$ cat src/rtl/mbx_req_pkg.sv
package mbx_req_pkg;

    localparam int MB_WORDS   = 8;
    localparam int HDR_WORD   = 7;
    localparam int PAGE_SHIFT = 12;
    localparam int FRAME_W    = 52;
    localparam int LOW_W      = 48;
    localparam int NUM_Q      = 4;
    localparam int IMG_W      = MB_WORDS * 32;

    typedef enum logic [1:0] {
        RES_OK      = 2'd0,
        RES_BADARG  = 2'd1,
        RES_TIMEOUT = 2'd2,
        RES_PROTO   = 2'd3
    } res_t;

    typedef enum logic {
        CMD_EST = 1'b0,
        CMD_DES = 1'b1
    } cmd_t;

    typedef enum logic [2:0] {
        S_IDLE, S_OWN_RD, S_OWN_CHK, S_OWN_GAP,
        S_SEND, S_RSP_RD, S_RSP_CHK, S_RSP_GAP
    } state_t;

    localparam logic [2:0] TYPE_EST = 3'd1;
    localparam logic [2:0] TYPE_DES = 3'd2;
    localparam logic [2:0] VER_EST  = 3'd0;
    localparam logic [2:0] VER_DES  = 3'd0;

    typedef struct packed {
        logic       owner;
        logic [5:0] rsv3;
        logic       rst_flag;
        logic [7:0] rsv2;
        logic [7:0] status;
        logic       dir;
        logic       rsv1;
        logic [2:0] ver;
        logic [2:0] typ;
    } hdr_t;

    typedef struct packed {
        cmd_t                  kind;
        logic                  rst_flag;
        logic [NUM_Q-1:0][63:0] addr;
        logic [15:0]           vec;
    } cmd_q_t;

    function automatic logic [2:0] type_of(cmd_t k);
        return (k == CMD_EST) ? TYPE_EST : TYPE_DES;
    endfunction

    function automatic logic [2:0] ver_of(cmd_t k);
        return (k == CMD_EST) ? VER_EST : VER_DES;
    endfunction

    function automatic hdr_t req_hdr(cmd_t k, logic r);
        hdr_t h;
        h          = '0;
        h.typ      = type_of(k);
        h.ver      = ver_of(k);
        h.dir      = 1'b0;
        h.rst_flag = r;
        return h;
    endfunction

endpackage

$ cat src/rtl/mbx_image_pack.sv
module mbx_image_pack
    import mbx_req_pkg::*;
(
    input  cmd_q_t                  cq,
    output logic [IMG_W-1:0]        image
);
    localparam int HI_W = FRAME_W - LOW_W;

    logic [NUM_Q-1:0][LOW_W-1:0] lo_part;
    logic [NUM_Q-1:0][HI_W-1:0]  hi_part;

    for (genvar i = 0; i < NUM_Q; i++) begin : g_frame
        logic [FRAME_W-1:0] frame;
        assign frame      = cq.addr[i][63:PAGE_SHIFT];
        assign lo_part[i] = frame[LOW_W-1:0];
        assign hi_part[i] = frame[FRAME_W-1:LOW_W];
    end

    always_comb begin
        image = '0;
        for (int i = 0; i < NUM_Q; i++) begin
            image[LOW_W*i +: LOW_W]               = lo_part[i];
            image[LOW_W*NUM_Q + HI_W*i +: HI_W]   = hi_part[i];
        end
        image[LOW_W*NUM_Q + 16 +: 16]             = cq.vec;
        image[HDR_WORD*32 +: 32]                  = req_hdr(cq.kind, cq.rst_flag);
    end
endmodule

$ cat src/rtl/mbx_poll_timer.sv
module mbx_poll_timer #(
    parameter int POLL_LIMIT = 20000,
    parameter int POLL_GAP   = 50000
) (
    input  logic clk,
    input  logic rst,
    input  logic clr,
    input  logic smp,
    input  logic gap_ld,
    output logic last_smp,
    output logic gap_zero
);
    localparam int CW = $clog2(POLL_LIMIT + 1);
    localparam int GW = $clog2(POLL_GAP + 1);

    logic [CW-1:0] smp_cnt;
    logic [GW-1:0] gap_cnt;

    always_ff @(posedge clk) begin
        if (rst || clr)   smp_cnt <= '0;
        else if (smp)     smp_cnt <= smp_cnt + CW'(1);
    end

    always_ff @(posedge clk) begin
        if (rst)                 gap_cnt <= '0;
        else if (gap_ld)         gap_cnt <= GW'(POLL_GAP - 1);
        else if (gap_cnt != '0)  gap_cnt <= gap_cnt - GW'(1);
    end

    assign last_smp = (smp_cnt == CW'(POLL_LIMIT - 1));
    assign gap_zero = (gap_cnt == '0);
endmodule

$ cat src/rtl/mbx_reply_judge.sv
module mbx_reply_judge
    import mbx_req_pkg::*;
(
    input  logic [31:0] reply,
    input  logic [2:0]  exp_type,
    input  logic [2:0]  exp_ver,
    output logic        pass
);
    hdr_t h;
    assign h    = hdr_t'(reply);
    assign pass = (h.typ == exp_type) && (h.ver <= exp_ver)
                  && h.dir && (h.status == 8'd0);
endmodule

$ cat src/rtl/mbx_req_engine.sv
module mbx_req_engine
    import mbx_req_pkg::*;
#(
    parameter int POLL_LIMIT = 20000,
    parameter int POLL_GAP   = 50000
) (
    input  logic        clk,
    input  logic        rst,
    input  logic        cmd_valid,
    input  logic        cmd_kind,
    input  logic        cmd_reset,
    input  logic [63:0] eq_addr,
    input  logic [63:0] cq_addr,
    input  logic [63:0] rq_addr,
    input  logic [63:0] sq_addr,
    input  logic [31:0] vec_idx,
    output logic        busy,
    output logic        done,
    output logic [1:0]  result,
    output logic        mb_rd_en,
    output logic        mb_wr_en,
    output logic [2:0]  mb_addr,
    output logic [31:0] mb_wdata,
    input  logic [31:0] mb_rdata
);
    state_t           state;
    cmd_q_t           cq;
    logic [2:0]       widx;
    logic             done_q;
    res_t             res_q;
    logic [IMG_W-1:0] image;
    logic             t_clr, t_smp, t_gap_ld, last_smp, gap_zero, rsp_pass;
    logic             arg_bad, owned, rst_hit;

    mbx_image_pack u_pack (.cq(cq), .image(image));

    mbx_poll_timer #(.POLL_LIMIT(POLL_LIMIT), .POLL_GAP(POLL_GAP)) u_timer (
        .clk(clk), .rst(rst), .clr(t_clr), .smp(t_smp), .gap_ld(t_gap_ld),
        .last_smp(last_smp), .gap_zero(gap_zero)
    );

    mbx_reply_judge u_judge (
        .reply(mb_rdata), .exp_type(type_of(cq.kind)),
        .exp_ver(ver_of(cq.kind)), .pass(rsp_pass)
    );

    always_comb begin
        arg_bad = (cmd_kind == CMD_EST) &&
                  ((eq_addr[PAGE_SHIFT-1:0] != '0) || (cq_addr[PAGE_SHIFT-1:0] != '0) ||
                   (rq_addr[PAGE_SHIFT-1:0] != '0) || (sq_addr[PAGE_SHIFT-1:0] != '0) ||
                   (vec_idx[31:16] != 16'd0));
        owned    = !mb_rdata[31];
        rst_hit  = cq.rst_flag && (mb_rdata == 32'hFFFF_FFFF);
        t_clr    = (state == S_IDLE) || (state == S_SEND);
        t_smp    = (state == S_OWN_CHK) || (state == S_RSP_CHK);
        t_gap_ld = t_smp;
    end

    always_ff @(posedge clk) begin
        if (rst) begin
            state  <= S_IDLE;
            cq     <= '0;
            widx   <= '0;
            done_q <= 1'b0;
            res_q  <= RES_OK;
        end else begin
            done_q <= 1'b0;
            unique case (state)
                S_IDLE: if (cmd_valid) begin
                    if (arg_bad) begin
                        done_q <= 1'b1;
                        res_q  <= RES_BADARG;
                    end else begin
                        cq.kind     <= cmd_t'(cmd_kind);
                        cq.rst_flag <= cmd_reset;
                        cq.addr     <= {sq_addr, rq_addr, cq_addr, eq_addr};
                        cq.vec      <= vec_idx[15:0];
                        state       <= S_OWN_RD;
                    end
                end
                S_OWN_RD: state <= S_OWN_CHK;
                S_OWN_CHK: begin
                    if (owned) begin
                        state <= S_SEND;
                        widx  <= (cq.kind == CMD_DES) ? 3'(HDR_WORD) : 3'd0;
                    end else if (last_smp) begin
                        state  <= S_IDLE;
                        done_q <= 1'b1;
                        res_q  <= RES_TIMEOUT;
                    end else begin
                        state <= S_OWN_GAP;
                    end
                end
                S_OWN_GAP: if (gap_zero) state <= S_OWN_RD;
                S_SEND: begin
                    if (widx == 3'(HDR_WORD)) state <= S_RSP_RD;
                    else                      widx  <= widx + 3'd1;
                end
                S_RSP_RD: state <= S_RSP_CHK;
                S_RSP_CHK: begin
                    if (rst_hit) begin
                        state  <= S_IDLE;
                        done_q <= 1'b1;
                        res_q  <= RES_OK;
                    end else if (owned) begin
                        state  <= S_IDLE;
                        done_q <= 1'b1;
                        res_q  <= rsp_pass ? RES_OK : RES_PROTO;
                    end else if (last_smp) begin
                        state  <= S_IDLE;
                        done_q <= 1'b1;
                        res_q  <= RES_TIMEOUT;
                    end else begin
                        state <= S_RSP_GAP;
                    end
                end
                S_RSP_GAP: if (gap_zero) state <= S_RSP_RD;
                default:   state <= S_IDLE;
            endcase
        end
    end

    assign busy     = (state != S_IDLE);
    assign done     = done_q;
    assign result   = res_q;
    assign mb_rd_en = (state == S_OWN_RD) || (state == S_RSP_RD);
    assign mb_wr_en = (state == S_SEND);
    assign mb_addr  = mb_wr_en ? widx : 3'(HDR_WORD);
    assign mb_wdata = image[{widx, 5'd0} +: 32];
endmodule

$ cat config.mk
export PLATFORM = sky130hd
export DESIGN_NAME = mbx_req_engine
export DESIGN_NICKNAME = d
export VERILOG_FILES = /design/src/rtl/mbx_req_pkg.sv /design/src/rtl/mbx_image_pack.sv /design/src/rtl/mbx_poll_timer.sv /design/src/rtl/mbx_reply_judge.sv /design/src/rtl/mbx_req_engine.sv
export SDC_FILE = /design/constraint.sdc
export NUM_CORES = 1
export LEC_CHECK = 0
export BUFFER_PORTS_ARGS = -buffer_cell sky130_fd_sc_hd__buf_2
export CORE_UTILIZATION = 25
export DETAILED_ROUTE_END_ITERATION = 8
export PLACE_DENSITY = 0.41
export SYNTH_ARGS = -nofsm -noshare
export SYNTH_HDL_FRONTEND = slang
export SYNTH_SLANG_ARGS = --single-unit
$ cat constraint.sdc
create_clock -name clk -period 2.46 [get_ports clk]
set_input_delay 0.492 -clock clk [delete_from_list [all_inputs] [get_ports clk]]
set_output_delay 0.492 -clock clk [all_outputs]
set_load 0.1 [all_outputs]
### After elaboration in Yosys (flattened, before gate mapping)

Index checks and enable logic that the tools add are counted.

* add/sub/neg operators: 3
* magnitude comparators: 1
* equal/unequal tests: 20
* shift operators: 1
* muxes and demuxes: 34
* bitwise logic cells: 2
* reductions and logical operators: 31

Operators with widths (count)
* variable part select 256 x 9 -> 32 bit: 1
* nonzero test 12 bit: 4
* 2-to-1 mux 3 bit: 13
* equality test 32 bit (second input constant): 1
* 2-to-1 mux 16 bit: 2
* nonzero test 16 bit: 2
* one-hot mux 3 bit (8 select lines): 1
* 2-to-1 mux 2 bit: 9
* zero test 16 bit: 1
* != test 2 bit (second input constant): 8
* subtractor 16 x 1 -> 16 bit (second input constant): 1
* adder 15 x 1 -> 15 bit (second input constant): 1
* equality test 15 bit (second input constant): 1
* equality test 3 bit (second input constant): 5
* zero test 8 bit: 1
* logical OR 1 bit: 8
* equality test 3 x 2 -> 1 bit (second input constant): 2
* 2-to-1 mux 1 bit: 6
* one-hot mux 2 bit (3 select lines): 1
* one-hot mux 3 bit (2 select lines): 1
* AND reduction 3 bit: 2
* nonzero test 3 bit: 2
* logical AND 1 bit: 5
* AND reduction 5 bit: 1
* 11 further kinds: 13

* register bits after elaboration: 314
* word-level logic and storage cells: 106

### Logic depth before layout (Yosys ltp)

Gate-level depths: netlist of run 1.

* depth in word-level cells: 9
* mapped depth: 9
* mapped depth without buffers: 8

### Cells and area by module

From an unflattened synthesis of run 1, not the netlist that was laid out.

* cell total of the unflattened synthesis: 1875
* area, all modules: 17397.9 um^2

By module, submodules not included
* mbx_req_engine: times used 1, cells an instance 1434, area an instance 13874.6 um^2, sequential area each 5665.4 um^2
* mbx_image_pack: times used 1, cells an instance 257, area an instance 1921.8 um^2, sequential area each 0.0 um^2
* mbx_poll_timer: times used 1, cells an instance 166, area an instance 1465.2 um^2, sequential area each 620.6 um^2
* mbx_reply_judge: times used 1, cells an instance 18, area an instance 136.4 um^2, sequential area each 0.0 um^2

### Least setup slack after synthesis of run 1

No wires, ideal clock.

* path type: register to register
* from: register state[2]
* to: register widx[0]
* library setup time: 70 ps
* arrival time: 5149 ps
* slack: -2760 ps
* cell stages (with the launch flop): 7
* path buffers: 1
* period minus slack after synthesis: 5220 ps
* cells stage by stage: dfxtp_1 clkbuf_1 inv_1 nor3_1 nand2b_1 o31a_1 a21oi_1

* cells in the longest elaborated chain, start to end: 3
* elaborated cells between the ends (all ways): 7
* those cells by class: eq/ne: 4; mux: 1; reduce/logical: 2

RTL lines
* from (decl): RTL line mbx_req_engine.sv:26 `state_t state;`
* from (signal assigned): RTL line mbx_req_engine.sv:61 `state <= S_IDLE;`
* from (signal assigned): RTL line mbx_req_engine.sv:78 `state <= S_OWN_RD;`
* from (signal assigned): RTL line mbx_req_engine.sv:81 `S_OWN_RD: state <= S_OWN_CHK;`
* equality test 3 bit *
* net mb_wr_en: RTL line mbx_req_engine.sv:21 `output logic mb_wr_en,`
* != test 2 bit (no source line) or nonzero test 2 bit (tied branches)
* AND reduction 3 bit (no source line)
* to (signal assigned): RTL line mbx_req_engine.sv:85 `widx <= (cq.kind == CMD_DES) ? 3'(HDR_WORD) : 3'd0;`
* to (signal assigned): RTL line mbx_req_engine.sv:97 `else widx <= widx + 3'd1;`
* to (decl): RTL line mbx_req_engine.sv:28 `logic [2:0] widx;`

Mark *: on every way through the listed nets, which the timed path passes. The rest lies on a longest branch.
A chain may end at the register's enable or synchronous reset.

### Final worst setup path of run 1

* from: register widx[1]
* to: output mb_wdata[0]

* cells in the longest elaborated chain, start to end: 1

RTL lines
* variable part select 256 x 9 -> 32 bit: RTL line mbx_req_engine.sv:129 `assign mb_wdata = image[{widx, 5'd0} +: 32];`
* to (decl): RTL line mbx_req_engine.sv:23 `output logic [31:0] mb_wdata,`

Every way passes these cells.

==> run summary, run 1 <==
outcome = finished, violations left
failing checks = negative setup slack
crit path cell chain = buf_12 -> buf_12 -> mux4_2 -> mux2_4 -> buf_12
Final min period = 2730 ps
final hold violation count = 0
fin. max-slew vios = 0
PortBufs = 365
cell leakage power = 6.67 nW
Critical Path Max Stage Delay = 560 ps
Core Box Area = 0.0458 mm²
number of routed nets with antenna violations = 0
crit path DAT = 2240 ps
dpl ws = -140 ps
DIE AREA = 0.0477 mm²
flops & latches, synth = 266
share of layout cells above drive strength 1 = 34.9%
post-synth cell types = 49
final WL = 45700 µm
Mapped Cells = 1469
final period utilization = 111%
most frequent CP cell = buf_12
routed via count = 11500
final worst slack = -269 ps
first-pass GRT wire length = 68000 µm
PwrDens = 762 mW/mm²
Row Count = 78
Routability Congestion = 0.803
hold_buf cts = 0
Crit Path Class = register to output pin
crit end category = output pin
Max Freq = 366 MHz
Max FO, Critical Path = 6
CP Launch Type = register
commonest non-fill, non-tap cell in the layout = nand2_1
gr ovfl total = 0
Max-Cap Viols = 0
Final #Nets = 2180
average size of a mapped cell = 7.97 µm²
Worst VDD drop = 0.000382 V
Synth Warn # = 0
Top Ports = 366
Max Buffers Root-to-Sink = 3
Pre-Repair DR Iteration Count = 4
Worst R2R Setup Slack = 200 ps
Worst Max-Slew Pin Slew = 616 ps
Buffers & Inverters on Critical Path = 3
area growth from synthesis to layout = 49.2%
DR iter-0 viols = 610
clk_skew = 12.3 ps
Seq/Total Area, Yosys = 45.5%
vias in the first global route = 11400
setup TNS = -5440 ps
CTS clk-pin slew, worst paths = 50 ps
Synth Cell Area = 0.0117 mm²
CTS tree = done
normalized max-slew margin = 58.9%
critical path's slowest cell = mux4_2
Final setup viols = 32
Die Y-Extent = 218 µm
clock latency on the worst-skew pair = 530 ps
worst min-delay path class = primary input to register
TritonCTS buffer count = 35
largest net degree at the start of global routing = 76
Die Wd = 218 µm
syn nets = 1799
required time worst endpoint = 1970 ps
CTS H-tree depth = 2
drt wl/cell = 18.4 µm
Vias/cell = 4.64
Root Buffer = clkbuf_16
Sink Count = 266
gr usage total = 18.8%
RSZ-0062 raised after global routing = true
initial antenna violation count = 10
CP top delay family = multiplexers
DRC viols = 0
Initial Util = 25.6%
HPWL after detailed placement = 31900 µm
commonest cells after routing, fill and taps aside = 470 x nand2_1, 331 x buf_2, 263 x dfxtp_1, 247 x a21oi_1, 68 x nor2_1
==> state kept, by name (all words and copies together), names as in the netlist <==
name and flops:
result 2, state 3, cq 226, u_timer.smp_cnt 15
u_timer.gap_cnt 16, done 1, widx 3
==> metal layers <==
| layer | routed length, µm | vias to the layer above | global-route usage [%] | part of all wire, % |
|---|---|---|---|---|
| met5 | 58 | - | 0 | 0.13 |
| met4 | 880 | 10 | 5.66 | 1.9 |
| met3 | 2210 | 59 | 3.86 | 4.8 |
| met2 | 20600 | 235 | 29.1 | 45 |
| met1 | 21900 | 5461 | 26.1 | 48 |
| li1 | - | 5753 | - | - |
==> cell families after synthesis <==
kind of cell / count (synthesis) / synth area share (%)
XOR/XNOR: 26 / 1.94
buffers and inverters: 119 / 4.97
multiplexers: 67 / 9.50
AO/OA/AOI/OAI: 327 / 14.6
AND/OR/NAND/NOR: 659 / 23.0
flip-flops: 266 / 45.5
adder cells (fa/ha/maj): 5 / 0.534
==> final timing paths <==
path,cells past startpoint,startpoint,to
setup / recovery,5,widx[1],mb_wdata[0]
hold / removal,3,rq_addr[27],cq[171]
setup reg to reg,6,u_timer.gap_cnt[6],u_timer.gap_cnt[7]
hold reg to reg,2,cq[178],cq[178]
==> layout make-up <==
type	instances	area (µm²)
fillers	4745	28300
multi-input cells	1085	6610
flip-flops and latches	266	5340
repair buffers	453	3540
clock buffers	54	1130
well taps	600	751
clock inverters	8	65.1
inverters	9	33.8
diodes	5	12.5
==> worst register-to-register path: cells and delay by family, from the launching register on <==
kind	cells	cell delay (ps)
flip-flops	1	320
AO/OA/AOI/OAI	1	540
XOR/XNOR	1	160
AND/OR/NAND/NOR	4	1130
==> Yosys cell counts (all sizes together) <==
library cell  instances  share of area, %
nand3                 9              0.38
nand4                20               1.1
or4                   1             0.064
o31a                  2              0.16
or3                   4              0.23
a221oi                1             0.075
nor3b                 3              0.19
o41ai                 1              0.14
nand2               470                15
a21boi                1             0.064
xor2                 14               1.0
a21oi               300                13
a22oi                 1             0.064
nand3b                1             0.064
o31ai                 2              0.13
inv                   9              0.29
nor2b                 6              0.32
nor3                 15              0.64
or2                   2              0.11
mux2i                29               2.5
mux4                 35               6.7
clkbuf               59               1.9
mux2                  3              0.29
xnor2                12              0.90
dfxtp               266                45
a211o                 1             0.075
nor2                 99               3.2
o21ai                 6              0.26
o22a                  1             0.075
o2111ai               1             0.075
o22ai                 1             0.053
nand2b                3              0.16
ha                    5              0.53
buf                  51               2.8
a31oi                 2              0.11
o211ai                2              0.13
or4b                  3              0.26
a2111oi               1             0.075
and4                  1             0.075
a211oi                2              0.13
nor4                 22               1.2
a311oi                2              0.15
==> power by group <==
group	internal (mW)	leakage, nW	switching, mW	total, mW
registers	4.64	2.17	0.258	4.89
logic	1.32	3.90	1.88	3.21
clock network	3.26	0.601	1.97	5.22
==> through the flow <==
stage / area [µm²] / std cells / utilization (%) / hold WS, ps / power (mW)
floorplan: 12100 / 1469 / - / 433 / 6.90
global placement: 15200 / 2374 / 33.2 / 440 / 8.00
detailed placement: 15200 / 2374 / 33.2 / 444 / 8.02
CTS: 17200 / 2466 / 37.5 / 165 / 13.5
global route: 17500 / 2479 / 38.2 / 182 / 14.0
finish: 17500 / 2480 / 38.2 / 199 / 13.3
==> repair_timing <==
item,in CTS,in global routing
resized for setup,98,41
setup buffers,24,13
setup endpoints to repair,32,34
pin swaps,6,26
endpoints found under the hold margin,0,0
cloned,6,3
Power figures use the tool's default switching activity.
==> run 2: changes to the inputs <==
Settings changed: PLACE_DENSITY 0.41 to 0.39, SKIP_LAST_GASP set to 1, SYNTH_HIERARCHICAL set to 1.
==> run summary, run 2 <==
commonest non-fill, non-tap cell in the layout = nand2_1
failing checks = negative setup slack
vias in the first global route = 11500 (+0.46%)
Pre-Repair DR Iteration Count = 5 (+1)
average size of a mapped cell = 9.27 µm² (+16%)
Reg with most FFs = cq
crit end category = output pin
TritonCTS buffer count = 35 (unchanged)
Synth Cell Area = 0.0156 mm² (+33%)
fin. max-slew vios = 0 (unchanged)
Crit Path Class = register to output pin
Worst VDD drop = 0.000328 V (-14%)
CTS tree = done
Routability Congestion = 0.793 (-1.2%)
setup TNS = -9890 ps (-4450 ps)
Final setup viols = 32 (unchanged)
routed via count = 11400 (-1.1%)
PortBufs = 365 (unchanged)
post-route insts no fill = 2684 (+8.2%)
gr ovfl total = 0 (unchanged)
PwrDens = 690 mW/mm² (-9.5%)
CTS clk-pin slew, worst paths = 60 ps (about the same)
Largest regs = cq x226, u_timer/gap_cnt x16, u_timer/smp_cnt x15
CTS H-tree depth = 2 (unchanged)
max FFs per register = 226 (unchanged)
CP Launch Type = register
RSZ-0062 raised after global routing = true
area growth from synthesis to layout = 19.5%
drt wl/cell = 17.0 µm (-7.5%)
DIE AREA = 0.0633 mm² (+33%)
worst min-delay path class = primary input to register
final worst slack = -370 ps (-101 ps)
Final min period = 2830 ps (+101 ps)
Worst Max-Slew Pin Slew = 507 ps (-109 ps)
Die Wd = 252 µm (+15%)
Final #Nets = 2152 (-1.3%)
Pwr Total = 12.8 mW (-3.8%)
DRC viols = 0 (unchanged)
DR iter-0 viols = 597 (-2.1%)
HPWL after detailed placement = 33700 µm (+5.5%)
share of layout cells above drive strength 1 = 33.1% (-1.8 points)
Die Y-Extent = 252 µm (+15%)
clk_skew = 16.1 ps (+3.86 ps)
Synth Warn # = 6 (+6)
Max-Cap Viols = 0 (unchanged)
Initial Util = 25.3% (-0.32 points)
clock latency on the worst-skew pair = 530 ps (about the same)
placed insts = 2606 (+9.8%)
first-pass GRT wire length = 68400 µm (+0.55%)
Hold Worst Slack = 202 ps (+2.73 ps)
number of routed nets with antenna violations = 0 (unchanged)
final hold violation count = 0 (unchanged)
worst hold path stage count = 3 (unchanged)
Max Buffers Root-to-Sink = 3 (unchanged)
outcome = finished, violations left
crit path DAT = 2340 ps (+100 ps)
largest net degree at the start of global routing = 97 (+28%)
final period utilization = 115% (+4.1 points)
Max Freq = 353 MHz (-3.6%)
Max FO, Critical Path = 4 (-2)
final WL = 45700 µm (about the same)
Vias/cell = 4.25 (-8.6%)
Row Count = 91 (+17%)
Core Box Area = 0.0616 mm² (+35%)
Top Ports = 366 (unchanged)
gr usage total = 14.0% (-4.8 points)
Mapped Cells = 1679 (+14%)
normalized max-slew margin = 66.2% (+7.2 points)
dpl ws = -161 ps (-21.9 ps)
Root Buffer = clkbuf_16
initial antenna violation count = 7 (-3)
commonest cells after routing, fill and taps aside = 472 x nand2_1, 330 x buf_2, 263 x dfxtp_1, 230 x mux2i_1, 64 x mux4_2
R2R cell count = 9 (+3)
Sink Count = 266 (unchanged)
required time worst endpoint = 1970 ps (about the same)
cell leakage power = 7.41 nW (+11%)
run 2: power breakdown:
part | switching [mW] | internal [mW] | leakage, nW | total [mW]
combinational | 1.63 | 1.30 | 4.70 | 2.93
clock | 1.99 | 3.03 | 0.544 | 5.01
sequential | 0.241 | 4.64 | 2.17 | 4.88
run 2: layout make-up:
class	instances	area, µm²
timing repair buffer	443	3410
fill	6466	43000
inverter	18	75.1
sequential	266	5330
antenna	2	5.00
clock inverter	3	17.5
tap	837	1050
multi-input combinational	1056	7610
clock buffer	59	1100
run 2: layer usage:
| layer | vias up | track usage (%) | part of all wire, % |
|---|---|---|---|
| li1 | 5677 | - | - |
| met1 | 5417 | 20.1 | 50 |
| met2 | 237 | 21.6 | 44 |
| met3 | 59 | 2.73 | 4.1 |
| met4 | 4 | 3.31 | 1.6 |
| met5 | - | 0 | 0.053 |
run 2: worst paths after layout:
kind	from	endpoint	slack (ps)
hold / removal	rq_addr[56]	cq[200]	200
setup / recovery	widx[0]	mb_wdata[16]	-370
hold reg to reg	cq[12]	cq[12]	450
setup reg to reg	widx[0]	widx[0]	270
run 2: critical path, cell delays in order (launching register included):
cell	delay, ps
dfxtp_4	390
buf_8	150
buf_8	130
mux4_2	640
mux2_4	330
buf_12	170
run 2: stage by stage:
stage / utilization (%) / instance area, µm²
6_report: 30.2 / 18600
2_1_floorplan: - / 15700
4_1_cts: 29.0 / 17900
3_3_place_gp: 27.0 / 16600
3_5_place_dp: 27.0 / 16600
5_1_grt: 30.2 / 18600
run 2: repair_timing:
action	CTS	global route
resized for setup	37	125
gates cloned	0	5
setup endpoints to repair	33	33
setup buffers	2	7
hold buffers	0	0
pin swaps	0	0
